### config.mk
export PLATFORM = sky130hd
export DESIGN_NAME = adc_dual_readout
export DESIGN_NICKNAME = d
export VERILOG_FILES = /design/src/rtl/adc_rd_pkg.sv /design/src/rtl/adc_rd_sclk_gen.sv /design/src/rtl/adc_rd_lane.sv /design/src/rtl/adc_rd_store.sv /design/src/rtl/adc_dual_readout.sv
export SDC_FILE = /design/constraint.sdc
export NUM_CORES = 1
export LEC_CHECK = 0
export BUFFER_PORTS_ARGS = -buffer_cell sky130_fd_sc_hd__buf_2
export CORE_ASPECT_RATIO = 0.7
export CORE_MARGIN = 2
export CORE_UTILIZATION = 25
export CTS_BUF_LIST = sky130_fd_sc_hd__clkbuf_8
export DETAILED_ROUTE_END_ITERATION = 7
export GPL_TIMING_DRIVEN = 0
export SLEW_MARGIN = 40
export SYNTH_ARGS = -nofsm -noshare
export SYNTH_HDL_FRONTEND = slang
export SYNTH_SLANG_ARGS = --single-unit
### constraint.sdc
create_clock -name clk -period 3.1 [get_ports clk]
set_input_delay 0.31 -clock clk [delete_from_list [all_inputs] [get_ports clk]]
set_output_delay 0.31 -clock clk [all_outputs]
set_load 0.05 [all_outputs]
### src/rtl/adc_rd_pkg.sv
package adc_rd_pkg;
  typedef enum logic [2:0] {
    ST_IDLE,
    ST_SETUP,
    ST_SHIFT,
    ST_CLOSE,
    ST_DRAIN
  } rd_state_t;
endpackage

### src/rtl/adc_rd_sclk_gen.sv
module adc_rd_sclk_gen #(
  parameter int DIV_W = 8
) (
  input  logic             clk,
  input  logic             rst_n,
  input  logic             kick_i,
  input  logic             run_i,
  input  logic [DIV_W-1:0] half_m1_i,
  output logic             sclk_o,
  output logic             rise_o,
  output logic             fall_o
);
  logic [DIV_W-1:0] ph_q;
  logic             sclk_q;
  logic             term;

  assign term   = (ph_q == half_m1_i);
  assign rise_o = kick_i | (run_i & ~sclk_q & term);
  assign fall_o = run_i & sclk_q & term;
  assign sclk_o = sclk_q;

  always_ff @(posedge clk or negedge rst_n) begin
    if (!rst_n) begin
      ph_q   <= '0;
      sclk_q <= 1'b0;
    end else if (kick_i) begin
      ph_q   <= '0;
      sclk_q <= 1'b1;
    end else if (run_i) begin
      if (term) begin
        ph_q   <= '0;
        sclk_q <= ~sclk_q;
      end else begin
        ph_q <= ph_q + 1'b1;
      end
    end else begin
      ph_q   <= '0;
      sclk_q <= 1'b0;
    end
  end

  // a clock level is held until its half period has elapsed
  a_r2_level_held: assert property (@(posedge clk) disable iff (!rst_n)
    (run_i && !term && !kick_i) |=> $stable(sclk_o));
endmodule

### src/rtl/adc_rd_lane.sv
module adc_rd_lane #(
  parameter int CH_BITS  = 18,
  parameter int N_CH     = 8,
  parameter int SLOT_OFS = 0
) (
  input  logic                    clk,
  input  logic                    rst_n,
  input  logic                    clear_i,
  input  logic                    en_i,
  input  logic                    dual_i,
  input  logic                    smp_i,
  input  logic                    din_i,
  output logic                    wr_en_o,
  output logic [$clog2(N_CH)-1:0] wr_slot_o,
  output logic [CH_BITS-1:0]      wr_word_o
);
  localparam int SLOT_W = $clog2(N_CH);
  localparam int BIT_W  = $clog2(CH_BITS);
  localparam int WCNT_W = $clog2(N_CH + 1);

  logic [CH_BITS-1:0] sh_q;
  logic [BIT_W-1:0]   bit_q;
  logic [WCNT_W-1:0]  word_q;
  logic [CH_BITS-1:0] next_sh;

  assign next_sh = {sh_q[CH_BITS-2:0], din_i};

  always_ff @(posedge clk or negedge rst_n) begin
    if (!rst_n) begin
      sh_q      <= '0;
      bit_q     <= '0;
      word_q    <= '0;
      wr_en_o   <= 1'b0;
      wr_slot_o <= '0;
      wr_word_o <= '0;
    end else begin
      wr_en_o <= 1'b0;
      if (clear_i) begin
        bit_q  <= '0;
        word_q <= '0;
      end else if (smp_i && en_i) begin
        sh_q <= next_sh;
        if (bit_q == BIT_W'(CH_BITS - 1)) begin
          bit_q     <= '0;
          word_q    <= word_q + 1'b1;
          wr_en_o   <= 1'b1;
          wr_word_o <= next_sh;
          wr_slot_o <= SLOT_W'(int'(word_q) + SLOT_OFS);
        end else begin
          bit_q <= bit_q + 1'b1;
        end
      end
    end
  end

  // in two-line mode a lane delivers at most half of the channels
  a_r5_dual_half_words: assert property (@(posedge clk) disable iff (!rst_n)
    dual_i |-> (word_q <= WCNT_W'(N_CH / 2)));
endmodule

### src/rtl/adc_rd_store.sv
module adc_rd_store #(
  parameter int CH_BITS = 18,
  parameter int N_CH    = 8
) (
  input  logic                    clk,
  input  logic                    rst_n,
  input  logic                    we_a_i,
  input  logic [$clog2(N_CH)-1:0] slot_a_i,
  input  logic [CH_BITS-1:0]      word_a_i,
  input  logic                    we_b_i,
  input  logic [$clog2(N_CH)-1:0] slot_b_i,
  input  logic [CH_BITS-1:0]      word_b_i,
  input  logic [$clog2(N_CH)-1:0] rd_slot_i,
  output logic [CH_BITS-1:0]      rd_word_o
);
  logic [CH_BITS-1:0] mem_q [N_CH];

  always_ff @(posedge clk or negedge rst_n) begin
    if (!rst_n) begin
      for (int i = 0; i < N_CH; i++) mem_q[i] <= '0;
    end else begin
      if (we_a_i) mem_q[slot_a_i] <= word_a_i;
      if (we_b_i) mem_q[slot_b_i] <= word_b_i;
    end
  end

  assign rd_word_o = mem_q[rd_slot_i];

  // parallel lanes never land on the same channel slot
  a_r5_slot_clash: assert property (@(posedge clk) disable iff (!rst_n)
    (we_a_i && we_b_i) |-> (slot_a_i != slot_b_i));
endmodule

### src/rtl/adc_dual_readout.sv
module adc_dual_readout
  import adc_rd_pkg::*;
#(
  parameter int CH_BITS = 18,
  parameter int N_CH    = 8,
  parameter int OUT_W   = 24,
  parameter int DIV_W   = 8,
  parameter int SET_W   = 4
) (
  input  logic                    clk,
  input  logic                    rst_n,
  input  logic                    start_i,
  input  logic                    dual_i,
  input  logic                    single_b_i,
  input  logic [DIV_W-1:0]        half_div_i,
  input  logic [SET_W-1:0]        setup_i,
  output logic                    cs_n_o,
  output logic                    sclk_o,
  input  logic                    sdo_a_i,
  input  logic                    sdo_b_i,
  output logic                    word_valid_o,
  input  logic                    word_ready_i,
  output logic [OUT_W-1:0]        word_data_o,
  output logic [$clog2(N_CH)-1:0] word_chan_o,
  output logic                    frame_done_o
);
  localparam int SLOT_W     = $clog2(N_CH);
  localparam int LEN_DUAL   = (N_CH / 2) * CH_BITS;
  localparam int LEN_SINGLE = N_CH * CH_BITS;
  localparam int CNT_W      = $clog2(LEN_SINGLE + 1);
  localparam int N_LANE     = 2;

  rd_state_t         state_q;
  logic              dual_q, selb_q, cs_n_q, done_q;
  logic [DIV_W-1:0]  half_m1_q;
  logic [SET_W-1:0]  setup_m1_q, set_cnt_q;
  logic [CNT_W-1:0]  rise_cnt_q, frame_len;
  logic [SLOT_W-1:0] rd_ptr_q;

  logic kick, run, rise_now, fall_now, last_fall, smp, accept, take;
  logic [N_LANE-1:0] lane_en, lane_din, lane_we;
  logic [SLOT_W-1:0]  lane_slot [N_LANE];
  logic [CH_BITS-1:0] lane_word [N_LANE];
  logic [CH_BITS-1:0] rd_word;

  assign frame_len = dual_q ? CNT_W'(LEN_DUAL) : CNT_W'(LEN_SINGLE);
  assign accept    = (state_q == ST_IDLE) && start_i;
  assign kick      = (state_q == ST_SETUP) && (set_cnt_q == setup_m1_q);
  assign run       = (state_q == ST_SHIFT);
  assign last_fall = fall_now && (rise_cnt_q == frame_len);
  assign smp       = kick || (fall_now && !last_fall);
  assign take      = word_valid_o && word_ready_i;

  adc_rd_sclk_gen #(.DIV_W(DIV_W)) sclk_i (
    .clk(clk), .rst_n(rst_n), .kick_i(kick), .run_i(run),
    .half_m1_i(half_m1_q), .sclk_o(sclk_o), .rise_o(rise_now), .fall_o(fall_now)
  );

  assign lane_en  = {dual_q | selb_q, dual_q | ~selb_q};
  assign lane_din = {sdo_b_i, sdo_a_i};

  for (genvar g = 0; g < N_LANE; g++) begin : g_lane
    adc_rd_lane #(.CH_BITS(CH_BITS), .N_CH(N_CH), .SLOT_OFS(g * (N_CH / 2))) lane_i (
      .clk(clk), .rst_n(rst_n), .clear_i(accept), .en_i(lane_en[g]),
      .dual_i(dual_q), .smp_i(smp), .din_i(lane_din[g]),
      .wr_en_o(lane_we[g]), .wr_slot_o(lane_slot[g]), .wr_word_o(lane_word[g])
    );
  end

  adc_rd_store #(.CH_BITS(CH_BITS), .N_CH(N_CH)) store_i (
    .clk(clk), .rst_n(rst_n),
    .we_a_i(lane_we[0]), .slot_a_i(lane_slot[0]), .word_a_i(lane_word[0]),
    .we_b_i(lane_we[1]), .slot_b_i(lane_slot[1]), .word_b_i(lane_word[1]),
    .rd_slot_i(rd_ptr_q), .rd_word_o(rd_word)
  );

  always_ff @(posedge clk or negedge rst_n) begin
    if (!rst_n) begin
      state_q    <= ST_IDLE;
      dual_q     <= 1'b0;
      selb_q     <= 1'b0;
      cs_n_q     <= 1'b1;
      done_q     <= 1'b0;
      half_m1_q  <= '0;
      setup_m1_q <= '0;
      set_cnt_q  <= '0;
      rise_cnt_q <= '0;
      rd_ptr_q   <= '0;
    end else begin
      done_q <= 1'b0;
      case (state_q)
        ST_IDLE: if (start_i) begin
          dual_q     <= dual_i;
          selb_q     <= single_b_i;
          half_m1_q  <= (half_div_i == '0) ? '0 : half_div_i - 1'b1;
          setup_m1_q <= (setup_i == '0) ? '0 : setup_i - 1'b1;
          set_cnt_q  <= '0;
          rise_cnt_q <= '0;
          cs_n_q     <= 1'b0;
          state_q    <= ST_SETUP;
        end
        ST_SETUP: if (kick) begin
          rise_cnt_q <= CNT_W'(1);
          state_q    <= ST_SHIFT;
        end else begin
          set_cnt_q <= set_cnt_q + 1'b1;
        end
        ST_SHIFT: begin
          if (rise_now) rise_cnt_q <= rise_cnt_q + 1'b1;
          if (last_fall) state_q <= ST_CLOSE;
        end
        ST_CLOSE: begin
          cs_n_q   <= 1'b1;
          done_q   <= 1'b1;
          rd_ptr_q <= '0;
          state_q  <= ST_DRAIN;
        end
        ST_DRAIN: if (take) begin
          if (rd_ptr_q == SLOT_W'(N_CH - 1)) state_q <= ST_IDLE;
          else rd_ptr_q <= rd_ptr_q + 1'b1;
        end
        default: state_q <= ST_IDLE;
      endcase
    end
  end

  assign cs_n_o       = cs_n_q;
  assign frame_done_o = done_q;
  assign word_valid_o = (state_q == ST_DRAIN);
  assign word_chan_o  = rd_ptr_q;
  assign word_data_o  = {{(OUT_W - CH_BITS){rd_word[CH_BITS-1]}}, rd_word};

  // the serial clock idles low outside a frame
  a_r2_sclk_idle_low: assert property (@(posedge clk) disable iff (!rst_n)
    cs_n_o |-> !sclk_o);
  // rising edges never exceed the frame length
  a_r1_edge_budget: assert property (@(posedge clk) disable iff (!rst_n)
    rise_cnt_q <= frame_len);
  // a stalled word holds still
  a_r8_stall_hold: assert property (@(posedge clk) disable iff (!rst_n)
    (word_valid_o && !word_ready_i) |=>
      (word_valid_o && $stable(word_data_o) && $stable(word_chan_o)));
  // the done strobe is a single cycle
  a_r9_done_single: assert property (@(posedge clk) disable iff (!rst_n)
    frame_done_o |=> !frame_done_o);
  // no new frame opens while one is still in progress
  a_r10_no_restart: assert property (@(posedge clk) disable iff (!rst_n)
    (state_q != ST_IDLE) |=> !$fell(cs_n_o));
endmodule

==> results.md <==
Clock network:
- The H-tree was split into 2 levels.
- Counting the buffers created by CTS gives 46.
- At the later pin of the worst-skew pair, clock insertion delay measures 0.62 ns.
- In this run the clock root is driven by a clkbuf_8.
- The clock passes through at most 3 buffers.
- The tree built by TritonCTS fans out to 281 sinks.
- Clock-pin slew was measured on the worst setup and hold paths at 0.06 ns.
- TritonCTS built the clock tree.

Logic synthesis:
- The number of warnings printed during yosys synthesis is 0.
- The cell with the most instances after synthesis is dfrtp_1.
- dfrtp_1 takes more of the synthesized area than any other cell.
- The fraction of synthesized cell area in xor and xnor cells is 2.07%.
- The post-synthesis instance area is 14,000 um^2.
- The post-synthesis adder-cell area fraction is 1.26%.
- After synthesis, the largest family of logic cells by area is multiplexers.
- Summed over its instances, the top area cell type makes up 50.2% of the synthesized netlist area.
- The share of synthesized area occupied by flip-flops and latches is 50.4%.
- The number of standard cells after synthesis is 1,280.
- Of the total synthesized cell area, the portion taken by AND, OR, NAND and NOR gates is 11.7%.
- The total of flip-flops plus latches after synthesis is 281.
- The number of nets produced by synthesis is 1,314.
- Counting instances in the post-synthesis netlist gives the leading cell types as dfrtp_1, nand2_1, mux2i_1.
- Summing the areas of all compound-gate instances in the mapped netlist gives 7.95% of the synthesized area.
- After synthesis, the netlist uses 59 different library cells.
- In the synthesized netlist the dominant register cell turns out to be dfrtp_1.
- The number of enable flip-flop cells after synthesis is 0.
- The mux share of post-synthesis cell area is 22.6%.
- After synthesis, the mean cell area works out to 10.9 um^2.
- By area the synthesized netlist is led by dfrtp_1, mux2i_1, mux2_2.
- The share of flip-flops with an asynchronous set or reset after synthesis is 100%.

STA:
- The final-report setup violation count is 0.
- Setup repair after global routing left no endpoint under its margin.
- Derived from the worst setup path, the maximum achievable clock frequency is 0.342 GHz.
- In this run the tightest slew margin relative to its limit is 45.8%.
- Setup slack closes at 0.173 ns.
- The smallest clock period supported by the final layout is computed as 2.93 ns.
- The final hold slack is 0.0404 ns.
- The hold violation total from the final report is 0.
- The max-slew violation total from the final report was 0.
- Of the available clock period, the critical path in the final layout requires 94.4%.
- The final setup skew is 0.0655 ns.
- The final total negative setup slack is 0 ns.
- For the pin with the worst max-slew slack, the measured transition is 0.808 ns.

Floorplanning:
- The region available for standard cell placement spans 55,200 um^2.
- The number of top-level design ports is 51.
- The width of the die is 286 um.
- Once the floorplan was initialized, standard cells occupied 25.3% of the core.
- The die footprint is 57,700 um^2.
- The height of the chip is 202 um.
- The floorplan row count is 72.

Cells and area:
- The fraction of layout instances using a drive strength above 1 is 20.6%.
- The layout net count is 1,425.
- The multi-input combinational cells in the finished layout cover a total of 6410 um^2.
- The fill cell total of the finished layout is 5,635.
- The register cell area after layout is 7030 um^2.
- Relative to the synthesized area, the layout overhead comes to 17.2%.

Power and ir drop:
- The analysis attributes to cell leakage a power of 7.81 nW.
- Power spread over the standard cell area amounts to 541 nW/um^2.
- The internal power is 6.12 mW.
- Summing internal, switching and leakage power gives 8.85 mW.
- The switching portion of total power is 30.9%.
- The clock group share of total power is 37.5%.
- The power share of the combinational group is 16.3%.
- The net switching power is 2.74 mW.
- The share of total power dissipated in sequential elements is 46.1%.
- IR analysis of the VDD net gives a maximum drop of 0.233 mV.

Placed design:
- The number of port buffers is 50.
- At the placement stage, the worst setup path has a slack of 0.0667 ns.
- After legalization and detailed placement, the total HPWL measured 26,400 um.
- The global placer's final weighted congestion is 0.832.

Route:
- Using the TritonRoute via totals, the vias-per-cell ratio works out to 4.73.
- The post-detailed-routing wire length is 38,300 um.
- The number of design rule violations left after detail routing is 0.
- The total vias in the final route is 10,200.
- The count of antenna-violating nets left after detailed routing is 0.
- The number of detailed-routing iterations run before antenna repair is 6.
- The detail-routed net length per standard cell is 17.7 um.
- The number of design-rule violations left by the first detailed-router iteration is 879.

Status:
- The run finished with clean final reports.

Critical path:
- The reg-to-reg critical path endpoint is g_lane[1].lane_i.wr_word_o[3].
- In this run the worst setup path terminates at word_data_o[23].
- The category of the worst setup path capture point is a primary output.
- Along the worst path, the maximum fanout reaches 10.
- The worst register-to-register path begins at state_q[0].
- The critical path is of the reg2out type.
- For the worst setup path, the data arrival time is 2.62 ns.
- Tracing the worst setup path back leads to its startpoint at word_chan_o[0].
- The data required time of the critical path is 2.79 ns.
- The setup slack of the worst register-to-register path is 0.45 ns.
- The sort of element at the start of the critical path is a register.
- For the worst flop-to-flop path, the logic depth is 8.

Global route:
- Global routing consumed, over all layers together, 13.3% of the routing resources.
- The largest net degree at the start of global routing is 76.
- The first global-routing pass estimated 60,500 um of wire.
- The via count of the first global-routing pass is 10,400.
- Global routing finished with a remaining overflow of 0.
- The number of antenna violations at the first check in global routing is 3.

Flow run:
- Max-cap violations in this run came to 0.

Hold path:
- In this run the worst hold path is classified as in2reg.
- The worst hold path was traced through 3 stages.
-- registers in the layout, indices dropped and copies added, names as in the netlist --
signal	cells
rise_cnt_q	8
store_i.mem_q	144
g_lane.lane_i.wr_slot_o	6
word_chan_o	3
state_q	3
frame_done_o	1
sclk_i.sclk_o	1
g_lane.lane_i.wr_en_o	2
g_lane.lane_i.sh_q	34
sclk_i.ph_q	8
setup_m1_q	4
set_cnt_q	4
cs_n_o	1
g_lane.lane_i.bit_q	10
selb_q	1
dual_q	1
half_m1_q	8
g_lane.lane_i.wr_word_o	36
g_lane.lane_i.word_q	6
-- logic make-up after synthesis --
logic type,after synthesis
compound gates,203
xor+xnor,33
fa+ha+maj,14
buf+inv,129
flops,281
mux,260
simple gates,360
-- critical path, cell delays in order, from the launching register on --
cell and delay [ns]:
dfrtp_1 0.38, buf_4 0.26, buf_2 0.38, mux4_2 0.36
nand2_1 0.10, nand2_1 0.18, buf_4 0.18, buf_2 0.20
-- timing repair --
item,4_1_cts,5_1_grt
endpoints found under the hold margin,148,0
resized for setup,11,5
setup buffers,0,0
endpoints found under the setup margin,24,11
hold buffers,9,0
-- layer usage --
metal  vias up  wire length, um  global-route usage, %
li1       4711                -                      -
met1      5153            18600                   19.7
met2       306            16500                   19.5
met3        69             2340                   2.62
met4         0              886                   3.93
met5         -                0                      0
-- metrics by stage --
step	instances	util, %	area (um^2)
after floorplan	1280	-	14000
after global placement	2070	27.4	15100
after detailed placement	2074	27.7	15300
after CTS	2164	29.6	16300
after global routing	2165	29.6	16400
final	2166	29.6	16400
-- layout make-up --
cell class	instances	share of cell area, %
flip-flops and latches	281	43.0
inverters	14	0.329
clock buffers	58	4.88
plain buffers	115	3.36
well taps	740	5.66
multi-input cells	870	39.2
clock inverters	23	0.742
diodes	2	0.0306
repair buffers	63	2.82
-- layout by cell type, fill, tap and decap left out, drive strengths merged, types with 4 or more instances in the layout --
cell / Yosys / final
mux2i: 147 / 147
buf: 39 / 90
nor3b: 5 / 5
nand2b: 7 / 7
mux2: 77 / 77
dfrtp: 280 / 280
nand3: 14 / 14
clkbuf: 76 / 137
o21ai: 95 / 95
dlygate4sd3: 0 / 9
nor4: 6 / 6
nor3: 12 / 12
or4: 7 / 7
nand4b: 4 / 4
nand4: 10 / 10
o31ai: 5 / 5
xor2: 12 / 12
inv: 13 / 32
xnor2: 21 / 21
nand2: 170 / 170
o211ai: 4 / 4
nor2: 102 / 102
a21oi: 80 / 80
nor2b: 4 / 4
nor4bb: 4 / 4
mux4: 36 / 36
clkinv: 1 / 4
ha: 14 / 14
-- power groups by stage --
| stage | clock, mW | combinational [mW] | sequential (mW) |
|---|---|---|---|
| after detailed placement | 0 | 1.45 | 4.15 |
| after floorplan | 0 | 0.925 | 4.17 |
| after CTS | 3.42 | 1.47 | 4.09 |
| after global placement | 0 | 1.37 | 4.14 |
| final | 3.32 | 1.45 | 4.08 |
| after global routing | 3.58 | 1.62 | 4.12 |
-- worst min-delay path by stage --
stage | slack, ns | startpoint | to
floorplan | 0.01 | rst_n | dual_q
global placement | 0.45 | cs_n_o | cs_n_o
detailed placement | 0.19 | rst_n | store_i.mem_q[130]
CTS | 0.009 | half_div_i[6] | half_m1_q[6]
global route | 0.02 | half_div_i[6] | half_m1_q[6]
finish | 0.04 | half_div_i[6] | half_m1_q[6]
(Power assumes the default switching activity.)
